`src/rtl/calib_pkg.sv`:
```
package calib_pkg;

  // Window length selection: full, half or quarter of 2^WIN_LOG2 clocks.
  // The encoding doubles as the right-shift applied to the window amounts.
  typedef enum logic [1:0] {
    WIN_FULL    = 2'd0,
    WIN_HALF    = 2'd1,
    WIN_QUARTER = 2'd2
  } winMode_t;

  // Strobes from control to datapath.
  typedef struct packed {
    logic capture;  // latch new settings into the shadow copy
    logic apply;    // move shadow into active at the window boundary
  } calStrobe_t;

  function automatic winMode_t decodeMode(input logic sel8, input logic sel16);
    if (sel8)       return WIN_QUARTER;
    else if (sel16) return WIN_HALF;
    else            return WIN_FULL;
  endfunction

endpackage

```
`src/rtl/calib_ctrl.sv`:
```
module calib_ctrl
  import calib_pkg::*;
#(
  parameter int WIN_LOG2 = 20
) (
  input  logic                clk,
  input  logic                rstN,
  input  logic                calWr,
  input  winMode_t            actMode,
  output logic [WIN_LOG2-1:0] winCnt,
  output calStrobe_t          strobe,
  output logic                calPending
);

  logic [1:0]          shAmt;
  logic [WIN_LOG2-1:0] lowMask;
  logic                winEnd;

  assign shAmt   = actMode;
  assign lowMask = {WIN_LOG2{1'b1}} >> shAmt;
  // last clock of the current window: all in-window counter bits set
  assign winEnd  = &(winCnt | ~lowMask);

  assign strobe.capture = calWr;
  assign strobe.apply   = winEnd & calPending;

  always_ff @(posedge clk or negedge rstN) begin
    if (!rstN) begin
      winCnt     <= '0;
      calPending <= 1'b0;
    end else begin
      winCnt <= strobe.apply ? '0 : winCnt + 1'b1;
      if (calWr)             calPending <= 1'b1;
      else if (strobe.apply) calPending <= 1'b0;
    end
  end

  // a write raises the pending flag on the next clock
  p_pending_set_r2: assert property (@(posedge clk) disable iff (!rstN)
    calWr |=> calPending);

  // the flag only drops right after a window end
  p_pending_clear_r2: assert property (@(posedge clk) disable iff (!rstN)
    $fell(calPending) |-> $past(winEnd));

  // the flag holds while inside a window
  p_pending_hold_r2: assert property (@(posedge clk) disable iff (!rstN)
    (calPending && !winEnd) |=> calPending);

endmodule

```
`src/rtl/calib_dp.sv`:
```
module calib_dp
  import calib_pkg::*;
#(
  parameter int WIN_LOG2 = 20,
  parameter int MASK_W   = 9
) (
  input  logic                clk,
  input  logic                rstN,
  input  calStrobe_t          strobe,
  input  logic                calPlus,
  input  logic [MASK_W-1:0]   calMask,
  input  winMode_t            reqMode,
  input  logic [WIN_LOG2-1:0] winCnt,
  output winMode_t            actMode,
  output logic                actNonZero,
  output logic [1:0]          preInc
);

  localparam int SLOT_LOG2 = WIN_LOG2 - MASK_W;
  localparam logic [SLOT_LOG2-1:0] MID_PHASE = SLOT_LOG2'(1 << (SLOT_LOG2 - 1));

  // shadow and active settings
  logic              shPlus, actPlus;
  logic [MASK_W-1:0] shMask, actMask;
  winMode_t          shMode;

  always_ff @(posedge clk or negedge rstN) begin
    if (!rstN) begin
      shPlus  <= 1'b0;
      shMask  <= '0;
      shMode  <= WIN_FULL;
      actPlus <= 1'b0;
      actMask <= '0;
      actMode <= WIN_FULL;
    end else begin
      if (strobe.capture) begin
        shPlus <= calPlus;
        shMask <= calMask;
        shMode <= reqMode;
      end
      if (strobe.apply) begin
        actPlus <= shPlus;
        actMask <= shMask;
        actMode <= shMode;
      end
    end
  end

  assign actNonZero = actPlus | (|actMask);

  // slot index within the window, bit-reversed for even spreading
  logic [1:0]        shAmt;
  logic [MASK_W-1:0] keep, slotIdx, revIdx, revScaled, maskScaled;
  logic              onSlot, midSlot, maskHit, insHit;

  assign shAmt   = actMode;
  assign keep    = {MASK_W{1'b1}} >> shAmt;
  assign slotIdx = winCnt[WIN_LOG2-1:SLOT_LOG2] & keep;

  for (genvar b = 0; b < MASK_W; b++) begin : g_rev
    assign revIdx[b] = slotIdx[MASK_W-1-b];
  end

  assign revScaled  = revIdx >> shAmt;
  assign maskScaled = actMask >> shAmt;
  assign onSlot     = (winCnt[SLOT_LOG2-1:0] == '0);
  assign midSlot    = (winCnt[SLOT_LOG2-1:0] == MID_PHASE);
  assign maskHit    = onSlot && (revScaled < maskScaled);
  assign insHit     = midSlot && actPlus;

  always_comb begin
    unique case ({maskHit, insHit})
      2'b10:   preInc = 2'd0;
      2'b01:   preInc = 2'd2;
      default: preInc = 2'd1;
    endcase
  end

  // active settings only move on the apply strobe
  p_hold_act_r2: assert property (@(posedge clk) disable iff (!rstN)
    !strobe.apply |=> ($stable(actMask) && $stable(actPlus) && $stable(actMode)));

  // no masking when the active mask count is zero
  p_no_mask_r4: assert property (@(posedge clk) disable iff (!rstN)
    (actMask == '0) |-> (preInc != 2'd0));

  // an inserted count requires the plus setting
  p_ins_needs_plus_r5: assert property (@(posedge clk) disable iff (!rstN)
    (preInc == 2'd2) |-> actPlus);

endmodule

```
`src/rtl/calib_masker.sv`:
```
module calib_masker
  import calib_pkg::*;
#(
  parameter int WIN_LOG2 = 20,
  parameter int MASK_W   = 9,
  parameter int PSC_W    = 7
) (
  input  logic              clk,
  input  logic              rstN,
  input  logic              calWr,
  input  logic              calPlus,
  input  logic [MASK_W-1:0] calMask,
  input  logic              calSel16,
  input  logic              calSel8,
  input  logic [PSC_W-1:0]  asyncPsc,
  output logic [1:0]        preInc,
  output logic              calPending,
  output logic              cfgErr
);

  logic [WIN_LOG2-1:0] winCnt;
  calStrobe_t          strobe;
  winMode_t            actMode, reqMode;
  logic                actNonZero;

  assign reqMode = decodeMode(calSel8, calSel16);

  calib_ctrl #(.WIN_LOG2(WIN_LOG2)) u_ctrl (
    .clk        (clk),
    .rstN       (rstN),
    .calWr      (calWr),
    .actMode    (actMode),
    .winCnt     (winCnt),
    .strobe     (strobe),
    .calPending (calPending)
  );

  calib_dp #(.WIN_LOG2(WIN_LOG2), .MASK_W(MASK_W)) u_dp (
    .clk        (clk),
    .rstN       (rstN),
    .strobe     (strobe),
    .calPlus    (calPlus),
    .calMask    (calMask),
    .reqMode    (reqMode),
    .winCnt     (winCnt),
    .actMode    (actMode),
    .actNonZero (actNonZero),
    .preInc     (preInc)
  );

  assign cfgErr = (asyncPsc < PSC_W'(3)) && actNonZero;

  // a prescaler of 3 or more never raises the error
  p_err_psc_r9: assert property (@(posedge clk) disable iff (!rstN)
    (asyncPsc >= PSC_W'(3)) |-> !cfgErr);

  // the increment never takes the value 3
  p_inc_range_r10: assert property (@(posedge clk) disable iff (!rstN)
    preInc != 2'd3);

endmodule

```
`config.mk`:
```
export PLATFORM = sky130hd
export DESIGN_NAME = calib_masker
export DESIGN_NICKNAME = d
export VERILOG_FILES = /design/src/rtl/calib_pkg.sv /design/src/rtl/calib_ctrl.sv /design/src/rtl/calib_dp.sv /design/src/rtl/calib_masker.sv
export SDC_FILE = /design/constraint.sdc
export NUM_CORES = 1
export LEC_CHECK = 0
export BUFFER_PORTS_ARGS = -buffer_cell sky130_fd_sc_hd__clkbuf_2
export CORE_MARGIN = 2
export CORE_UTILIZATION = 45
export CTS_CLUSTER_DIAMETER = 150
export DETAILED_ROUTE_END_ITERATION = 16
export GPL_TIMING_DRIVEN = 0
export PLACE_DENSITY = 0.7
export SLEW_MARGIN = 20
export SYNTH_ARGS = -nofsm -noshare
export SYNTH_HDL_FRONTEND = slang
export SYNTH_SLANG_ARGS = --single-unit
```
`constraint.sdc`:
```
create_clock -name clk -period 2.89 [get_ports clk]
set_input_delay 0.4335 -clock clk [delete_from_list [all_inputs] [get_ports clk]]
set_output_delay 0.4335 -clock clk [all_outputs]
set_load 0.01 [all_outputs]
```
## After elaboration in Yosys (flattened, before gate mapping)

Index checks and enable logic that the tools add are counted.

- Register bits after elaboration: 45
- Input port bits: 22
- Output and inout bits: 4
- Logic and storage cells: 36

- $add $sub $neg: 1
- Order comparisons: 2
- Equal/unequal tests: 3
- Shift operators: 4
- Mux-type cells: 6
- Bitwise logic cells: 5
- Reduce and logical (&&, ||, !) cells: 7

Operators with widths:

| kind | count |
|---|---|
| 20-bit by 1-bit adder with 20-bit output (second input constant) | 1 |
| 20-bit 2-to-1 mux | 1 |
| 20-bit NOT | 1 |
| 20-bit bitwise OR | 1 |
| 20-bit AND reduction | 1 |
| 20-bit by 2-bit right shift with 20-bit output (first input constant) | 1 |
| 9-bit by 2-bit right shift with 9-bit output | 2 |
| 11-bit == test (second input constant) | 1 |
| 11-bit zero test | 1 |
| 9-bit bitwise AND | 1 |
| 9-bit less-than comparator | 1 |
| 9-bit OR reduction | 1 |
| 9-bit by 2-bit right shift with 9-bit output (first input constant) | 1 |
| 7-bit by 2-bit less-than comparator with 1-bit output (second input constant) | 1 |
| 2-bit one-hot mux with 2 select lines | 1 |
| 1-bit logical AND | 3 |
| 1-bit 2-to-1 mux | 3 |
| 2-bit by 1-bit == test with 1-bit output (second input constant) | 1 |
| 2-bit == test (second input constant) | 1 |
| 2-bit 2-to-1 mux | 1 |
| 2-bit nonzero test | 1 |
| 1-bit bitwise AND | 1 |
| 1-bit bitwise OR | 1 |

## Logic depth before layout (Yosys ltp)

Gate-level depths: netlist of the first run.

- Depth in word-level cells: 7
- Gate-level depth with buffers: 10
- Mapped depth without buffers: 9

## Cells and area by module

A second synthesis of the first run with hierarchy kept.

- Cells, all modules: 231
- Area, all modules: 2571.2 sq um

Modules (own cells, without submodules):

| module | instances | cells an instance | area each (sq um) | sequential area each (sq um) |
|---|---|---|---|---|
| calib_dp | 1 | 131 | 1495.2 | 600.6 |
| calib_ctrl | 1 | 96 | 1049.8 | 525.5 |
| calib_masker | 1 | 4 | 26.3 | 0.0 |

## Least setup slack after synthesis of the first run

Ideal clock, no wire load.

- Kind: reg2out
- Start: reg u_dp.actMode[1]
- End: out preInc[0]
- Arrival: 2744 ps
- Required time: 2457 ps
- Setup slack: -288 ps
- Stages on the path, launching flop included: 10
- Buffers on the path: 2
- Cell sequence: dfrtp_1 > buf_1 > clkbuf_1 > mux4_2 > ha_1 > a21o_1 > a211o_1 > a41oi_1 > o311ai_0 > ha_1

- Cells in the longest elaborated chain, start to end: 7
- Elaborated cells on any way between the ends: 9
- Classes of those cells: order compare: 1; eq/ne: 2; shift: 3; mux: 1; bitwise: 1; reduce/logical: 1

RTL lines:

| what | line | source |
|---|---|---|
| start: declaration | calib_dp.sv:14 | `output winMode_t actMode,` |
| start signal: assignment | calib_dp.sv:44 | `actMode <= shMode;` |
| 9-bit by 2-bit right shift with 9-bit output | calib_dp.sv:57 | `assign keep = {MASK_W{1'b1}} >> shAmt;` |
| 9-bit bitwise AND | calib_dp.sv:58 | `assign slotIdx = winCnt[WIN_LOG2-1:SLOT_LOG2] & keep;` |
| 9-bit by 2-bit right shift with 9-bit output | calib_dp.sv:64 | `assign revScaled = revIdx >> shAmt;` |
| 9-bit less-than comparator * | calib_dp.sv:68 | `assign maskHit = onSlot && (revScaled < maskScaled);` |
| 1-bit logical AND * | calib_dp.sv:68 |  |
| 2-bit by 1-bit == test with 1-bit output / 2-bit == test (equally long branches) | calib_dp.sv:72 | `unique case ({maskHit, insHit})` |
| 2-bit one-hot mux with 2 select lines * | calib_dp.sv:72 |  |
| end: declaration | calib_masker.sv:16 | `output logic [1:0] preInc,` |

Every way passes the cells marked *; elsewhere a longest branch is shown, timed or not.

## Worst setup path after layout of the first run

- Start: reg u_dp.actMode[0]
- End: out preInc[0]

Same word-level chain as after synthesis.

==> reports/metrics.cfg, run 1 <==
[timing]
finalCriticalPeriod_ns = 3.22
hold_violations = 0
grt_setup_unrepaired = true
final_min_period_over_clock_period = 1.11
worst_clock_skew_ns = 0.00860
finalHoldWorstSlack_ns = 0.117
fmaxAchievable_mhz = 311
final-setup-viol-count = 2
final.setup.worst_slack_ns = -0.326
tightestPinTransition_ns = 0.700
maxSlewViolCount = 0
maxSlewHeadroom = 0.529

[layout]
final_cells = 345
areaGrowthSynthToFinish_pct = 16.7
drive_gt1_frac = 0.300
fillCellCount = 479
post-route-cell-area_sq_um = 2990
regArea_sq_um = 1130
diodes = 0
layout.core_utilization = 0.542
multi_input_comb_area_sq_um = 1390
finish.net_count = 305

[global_route]
grt_pass1_vias = 1897
grt_overflow_total = 0
global_route.usage.total = 0.181
grt_start_max_net_pins = 46
antenna_found_initial = 0
grt_first_pass_wirelength_um = 8830

[yosys]
yosysMostFrequentCell = sky130_fd_sc_hd__dfrtp_1
mappedNetlistNets = 268
yosysSeqAreaShare = 0.440
synth_flop_cell = sky130_fd_sc_hd__dfrtp_1
synth.cells.most_frequent = sky130_fd_sc_hd__dfrtp_1 (45), sky130_fd_sc_hd__mux2_2 (18), sky130_fd_sc_hd__nor2_1 (17)
number_of_register_bits_inferred_by_synthesis = 45
portion_of_synthesized_cell_area_occupied_by_the_leading_cell_type = 0.440
synth.yosys.warnings = 0
netlist_top_cells_area = sky130_fd_sc_hd__dfrtp_1 (44%), sky130_fd_sc_hd__mux2_2 (7.9%), sky130_fd_sc_hd__ha_1 (5.4%)
netlist-cell-type-count = 43
synth-async-reset-ratio = 1.00
synth_top_cell_by_area = sky130_fd_sc_hd__dfrtp_1
synth_area_sq_um = 2560
synth-edff-count = 0
syn_avg_cell_area_sq_um = 10.9
syn_inst = 235

[drt]
post_drt_wl_per_cell_um = 14.5
detail_route.vias_per_cell = 5.53
drt-initial-drc-count = 145
ant_nets = 0
vias = 1907
finalWirelength_um = 4990
post-route-drc-count = 0
drtPass1Iterations = 4

[floorplan]
pin_count = 26
die_area_sq_um = 6310
initial_utilization = 0.465
fp.coreArea_sq_um = 5510
core.rowCount = 27
die_h_um = 79.4
die-width_um = 79.4

[critical_path]
timing.reg2reg.setup_slack_ns = 0.40
timing.critical_path.cells = buf_6 > buf_6 > mux4_2 > ha_4 > a211o_1 > a41oi_2 > o311ai_2 > ha_1 > clkbuf_2
crit_path_start_kind = register
critPathTopFamily = compound AO/OA/AOI/OAI gates
worst_ep_arrival_time_ns = 2.78
slowest_delay_ns = 0.52
worst_setup_path_end_kind = output pin
r2r_end = u_dp.actMode[1]
rr_startpoint = u_ctrl.winCnt[0]
critical_path.slowest_cell = sky130_fd_sc_hd__mux4_2
critPathBufInv = 3
worst-r2r-cell-count = 6
path_max_fanout = 5
critical-path-top-cell-by-count = sky130_fd_sc_hd__buf_6
critical_path_class = reg -> out
required_time_of_the_worst_setup_path_ns = 2.46

[clock_network]
clock_tree_from_tritoncts = built
cts.hold.buffers_added = 0
cts_buffers = 5
path_clk_slew_ns = 0.08
cts.sinks = 45
worst_skew_pair.late_latency_ns = 0.30
clock_root_cell = sky130_fd_sc_hd__clkbuf_8
cts_buffer_depth = 2
clock_tree.htree_level_count = 2

[power]
leakage_power_nw = 1.29
powerDensity_nw_per_um2 = 361
vdd_drop_max_mv = 0.249

[run]
max_cap_violations = 0

[place]
detailedPlace.worstSlack_ns = -0.384
estimated_wirelength_of_the_detail_placed_design_um = 3640
globalplace.congestion = 0.838
placedInstanceArea_sq_um = 2780
dp_cells = 332
port_buffers = 25

[worst_hold_path]
worst_hold_path_type = in -> async

[outcome]
status = finished with violations
violations = negative setup slack

## layout make-up
class | count | share of cell area
multi-input cells | 167 | 0.464
flip-flops and latches | 45 | 0.377
repair buffers | 30 | 0.0578
well taps | 72 | 0.0302
plain buffers | 11 | 0.0277
clock buffers | 6 | 0.0243
inverters | 12 | 0.0151
clock inverters | 2 | 0.00335
## sequential cells by signal, summed over array words and instances, names as in the netlist
register,flops
u_ctrl.calPending,1
u_ctrl.winCnt,20
u_dp.actMask,9
u_dp.actMode,2
u_dp.actPlus,1
u_dp.shMask,9
u_dp.shMode,2
u_dp.shPlus,1
## logic make-up (layout without fill, tap and decap cells)
| family | after synthesis | in the layout | share of synthesized area |
|---|---|---|---|
| xor gates and xnor gates | 13 | 13 | 0.0445 |
| AOI/OAI and AO/OA | 34 | 34 | 0.0792 |
| and+or+nand+nor | 72 | 72 | 0.157 |
| muxes | 37 | 37 | 0.185 |
| buffers and inverters | 23 | 61 | 0.0401 |
| adders and majority gates | 11 | 11 | 0.0538 |
| DFF | 45 | 45 | 0.440 |
## worst max-delay path by stage
stage / endpoint / depth (start not counted) / startpoint
6_report: preInc[0] / 9 / u_dp.actMode[0]
5_1_grt: preInc[0] / 10 / u_dp.actMode[0]
4_1_cts: preInc[0] / 9 / u_dp.actMode[0]
3_5_place_dp: preInc[0] / 10 / u_dp.actMode[1]
3_3_place_gp: preInc[0] / 10 / u_dp.actMode[1]
2_1_floorplan: preInc[0] / 9 / u_dp.actMode[1]
## power breakdown
part	switching, mW	leakage [nW]	internal [mW]
combinational	0.0231	0.665	0.0259
clock	0.207	0.0450	0.168
sequential	0.00745	0.583	0.645
## stage by stage
| step | power, mW | setup TNS [ns] |
|---|---|---|
| final | 1.08 | -0.564 |
| after global placement | 0.714 | -0.650 |
| after detailed placement | 0.716 | -0.678 |
| after global routing | 1.12 | -0.768 |
| after CTS | 1.09 | -0.632 |
| after floorplan | 0.684 | 0 |
## placed cells by master (no fill, tap or decap), types with 3 or more instances in the layout
master and instances:
sky130_fd_sc_hd__dfrtp_1 45, sky130_fd_sc_hd__clkbuf_2 24, sky130_fd_sc_hd__mux2_2 18, sky130_fd_sc_hd__nor2_1 17, sky130_fd_sc_hd__a21oi_1 12, sky130_fd_sc_hd__inv_1 12, sky130_fd_sc_hd__nand3_1 10, sky130_fd_sc_hd__mux2i_1 9
sky130_fd_sc_hd__nand2_1 9, sky130_fd_sc_hd__o21ai_0 9, sky130_fd_sc_hd__xor2_1 8, sky130_fd_sc_hd__ha_1 8, sky130_fd_sc_hd__buf_6 6, sky130_fd_sc_hd__clkbuf_1 6, sky130_fd_sc_hd__clkbuf_8 6, sky130_fd_sc_hd__mux2_4 6
sky130_fd_sc_hd__nor4_1 5, sky130_fd_sc_hd__nand4_1 5, sky130_fd_sc_hd__xnor2_1 5, sky130_fd_sc_hd__nor2b_1 4, sky130_fd_sc_hd__nor3_1 4, sky130_fd_sc_hd__mux4_2 4, sky130_fd_sc_hd__buf_4 4, sky130_fd_sc_hd__and3_1 3
sky130_fd_sc_hd__ha_4 3
## timing repair
item	CTS	global route
endpoints found under the hold margin	0	0
endpoints found under the setup margin	2	2
pin swaps	4	2
buffers inserted	5	0
resized for setup	12	3
## metal layers
layer,part of all wire,GRT usage,up-vias
li1,-,-,921
met1,0.46,0.247,938
met2,0.48,0.280,38
met3,0.029,0.0317,10
met4,0.027,0.0845,0
met5,0,0,-
Note: power is estimated with default switching activity, not from simulation.
==> inputs of run 2 (changes only) <==
==> constraint.sdc (replaced) <==
create_clock -name clk -period 2.89 [get_ports clk]
set_input_delay 0.4335 -clock clk [delete_from_list [all_inputs] [get_ports clk]]
set_output_delay 0.4335 -clock clk [all_outputs]
set_load 0.05 [all_outputs]
==> reports/metrics.cfg, run 2 (synthesized netlist as in run 1, its figures left out) <==
[place]
placedInstanceArea_sq_um = 2810
port_buffers = 25
globalplace.congestion = 0.847
detailedPlace.worstSlack_ns = -0.332
dp_cells = 332
estimated_wirelength_of_the_detail_placed_design_um = 3630

[worst_hold_path]
worst_hold_path_type = in -> async

[layout]
largest_register_ff_count = 20
mostFrequentLayoutCells = sky130_fd_sc_hd__dfrtp_1 (45), sky130_fd_sc_hd__clkbuf_2 (22), sky130_fd_sc_hd__mux2_2 (18)
layout.core_utilization = 0.549
layout.cells.most_common = sky130_fd_sc_hd__dfrtp_1
post-route-cell-area_sq_um = 3020
final_cells = 346
areaGrowthSynthToFinish_pct = 18.1
finish.net_count = 306
diodes = 0
top_register = u_ctrl.winCnt
drive_gt1_frac = 0.303
largestRegisters = u_ctrl.winCnt: 20 flops, u_dp.actMask: 9 flops, u_dp.shMask: 9 flops

[global_route]
grt_overflow_total = 0
grt_first_pass_wirelength_um = 8490
grt_use_met1 = 0.242
grt_pass1_vias = 1768
grtUsageMet2 = 0.279
met3_usage = 0.0283
global_route.usage.total = 0.173
antenna_found_initial = 0
grt_busiest_layer = met2
grt_start_max_net_pins = 46

[power]
vdd_drop_max_mv = 0.407
powerDensity_nw_per_um2 = 372
design_power_total_mw = 1.13
leakage_power_nw = 1.32

[critical_path]
critPathBufInv = 3
rr_startpoint = u_ctrl.winCnt[0]
slowest_delay_ns = 0.41
worst_setup_path_end_kind = output pin
critPathTopFamily = compound AO/OA/AOI/OAI gates
crit_path_start_kind = register
r2r_end = u_dp.actMode[1]
critical_path.slowest_cell = sky130_fd_sc_hd__dfrtp_1
timing.reg2reg.setup_slack_ns = 0.42
worst_ep_arrival_time_ns = 2.85
critical_path_class = reg -> out
critical-path-top-cell-by-count = sky130_fd_sc_hd__clkbuf_16
path_max_fanout = 10
timing.critical_path.cells = buf_6 > clkbuf_16 > mux4_2 > ha_4 > a21o_1 > a211o_1 > a41oi_2 > o311ai_2 > ha_2 > clkbuf_16
worst-r2r-cell-count = 6
cp-startpoint = u_dp.actMode[1]
required_time_of_the_worst_setup_path_ns = 2.46

[clock_network]
cts_buffers = 5
clock_tree_from_tritoncts = built
cts.sinks = 45
clock_root_cell = sky130_fd_sc_hd__clkbuf_8
path_clk_slew_ns = 0.09
worst_skew_pair.late_latency_ns = 0.30
cts_buffer_depth = 2
clock_tree.htree_level_count = 2
cts.hold.buffers_added = 0

[timing]
final_min_period_over_clock_period = 1.14
finalCriticalPeriod_ns = 3.28
maxSlewViolCount = 0
tightestPinTransition_ns = 0.639
worst_clock_skew_ns = 0.0133
fmaxAchievable_mhz = 305
hold_violations = 0
final.setup.worst_slack_ns = -0.392
maxSlewHeadroom = 0.570
final-setup-viol-count = 2
grt_setup_unrepaired = true

[drt]
post-route-drc-count = 0
post_drt_wl_per_cell_um = 14.5
finalWirelength_um = 5020
vias = 1862
detail_route.vias_per_cell = 5.38
drt-initial-drc-count = 137
ant_nets = 0
drtPass1Iterations = 4

[floorplan]
pin_count = 26
die-width_um = 79.4
fp.coreArea_sq_um = 5510
die_h_um = 79.4
die_area_sq_um = 6310
core.rowCount = 27
initial_utilization = 0.465

[outcome]
status = finished with violations
violations = negative setup slack

[run]
max_cap_violations = 0

[run 2: cell type report]
class	count	area, sq um
Buffer	10	90.1
Multi-Input combinational cell	167	1360
Tap cell	72	90.1
Clock buffer	7	96.3
Sequential cell	45	1130
Clock inverter	1	5.00
Inverter	12	45.0
Timing Repair Buffer	32	210
Fill cell	480	2480
[run 2: metal layers]
metal	vias to the layer above	wire, um
li1	925	-
met4	0	47
met5	-	0
met1	905	2380
met3	4	137
met2	28	2460
[run 2: worst reg2reg max path, delay by kind of cell (launching register included)]
| kind | cells | cell delay [ns] |
|---|---|---|
| adder cells (fa/ha/maj) | 1 | 0.28 |
| buffers and inverters | 1 | 0.25 |
| flip-flops | 1 | 0.42 |
| multiplexers | 1 | 0.31 |
| AND/OR/NAND/NOR | 3 | 1.09 |
[run 2: where the power goes]
| group | switching, mW | leakage [nW] | total (mW) | internal [mW] |
|---|---|---|---|---|
| Combinational | 0.0232 | 0.687 | 0.0491 | 0.0259 |
| Clock | 0.206 | 0.0542 | 0.423 | 0.216 |
| Sequential | 0.00787 | 0.583 | 0.653 | 0.646 |
[run 2: how the worst max path moves through the flow]
| stage | to | slack (ns) | cells past startpoint |
|---|---|---|---|
| final | preInc[0] | -0.39 | 10 |
| after global placement | preInc[0] | -0.30 | 10 |
| after CTS | preInc[0] | -0.40 | 9 |
| after detailed placement | preInc[0] | -0.33 | 10 |
| after global routing | preInc[0] | -0.47 | 9 |
| after floorplan | preInc[0] | 0.01 | 8 |
[run 2: timing repair]
item                                    in CTS  in global routing
buffers inserted                             6                  1
endpoints found under the setup margin       2                  2
gates resized for setup                      9                  1
pin swaps                                    2                  1
[run 2: through the flow]
stage               TNS (ns)  hold slack [ns]
detailed placement    -0.491            0.492
global route          -0.794            0.174
global placement      -0.446            0.487
floorplan                  0            0.138
CTS                   -0.646            0.360
finish                -0.643            0.121
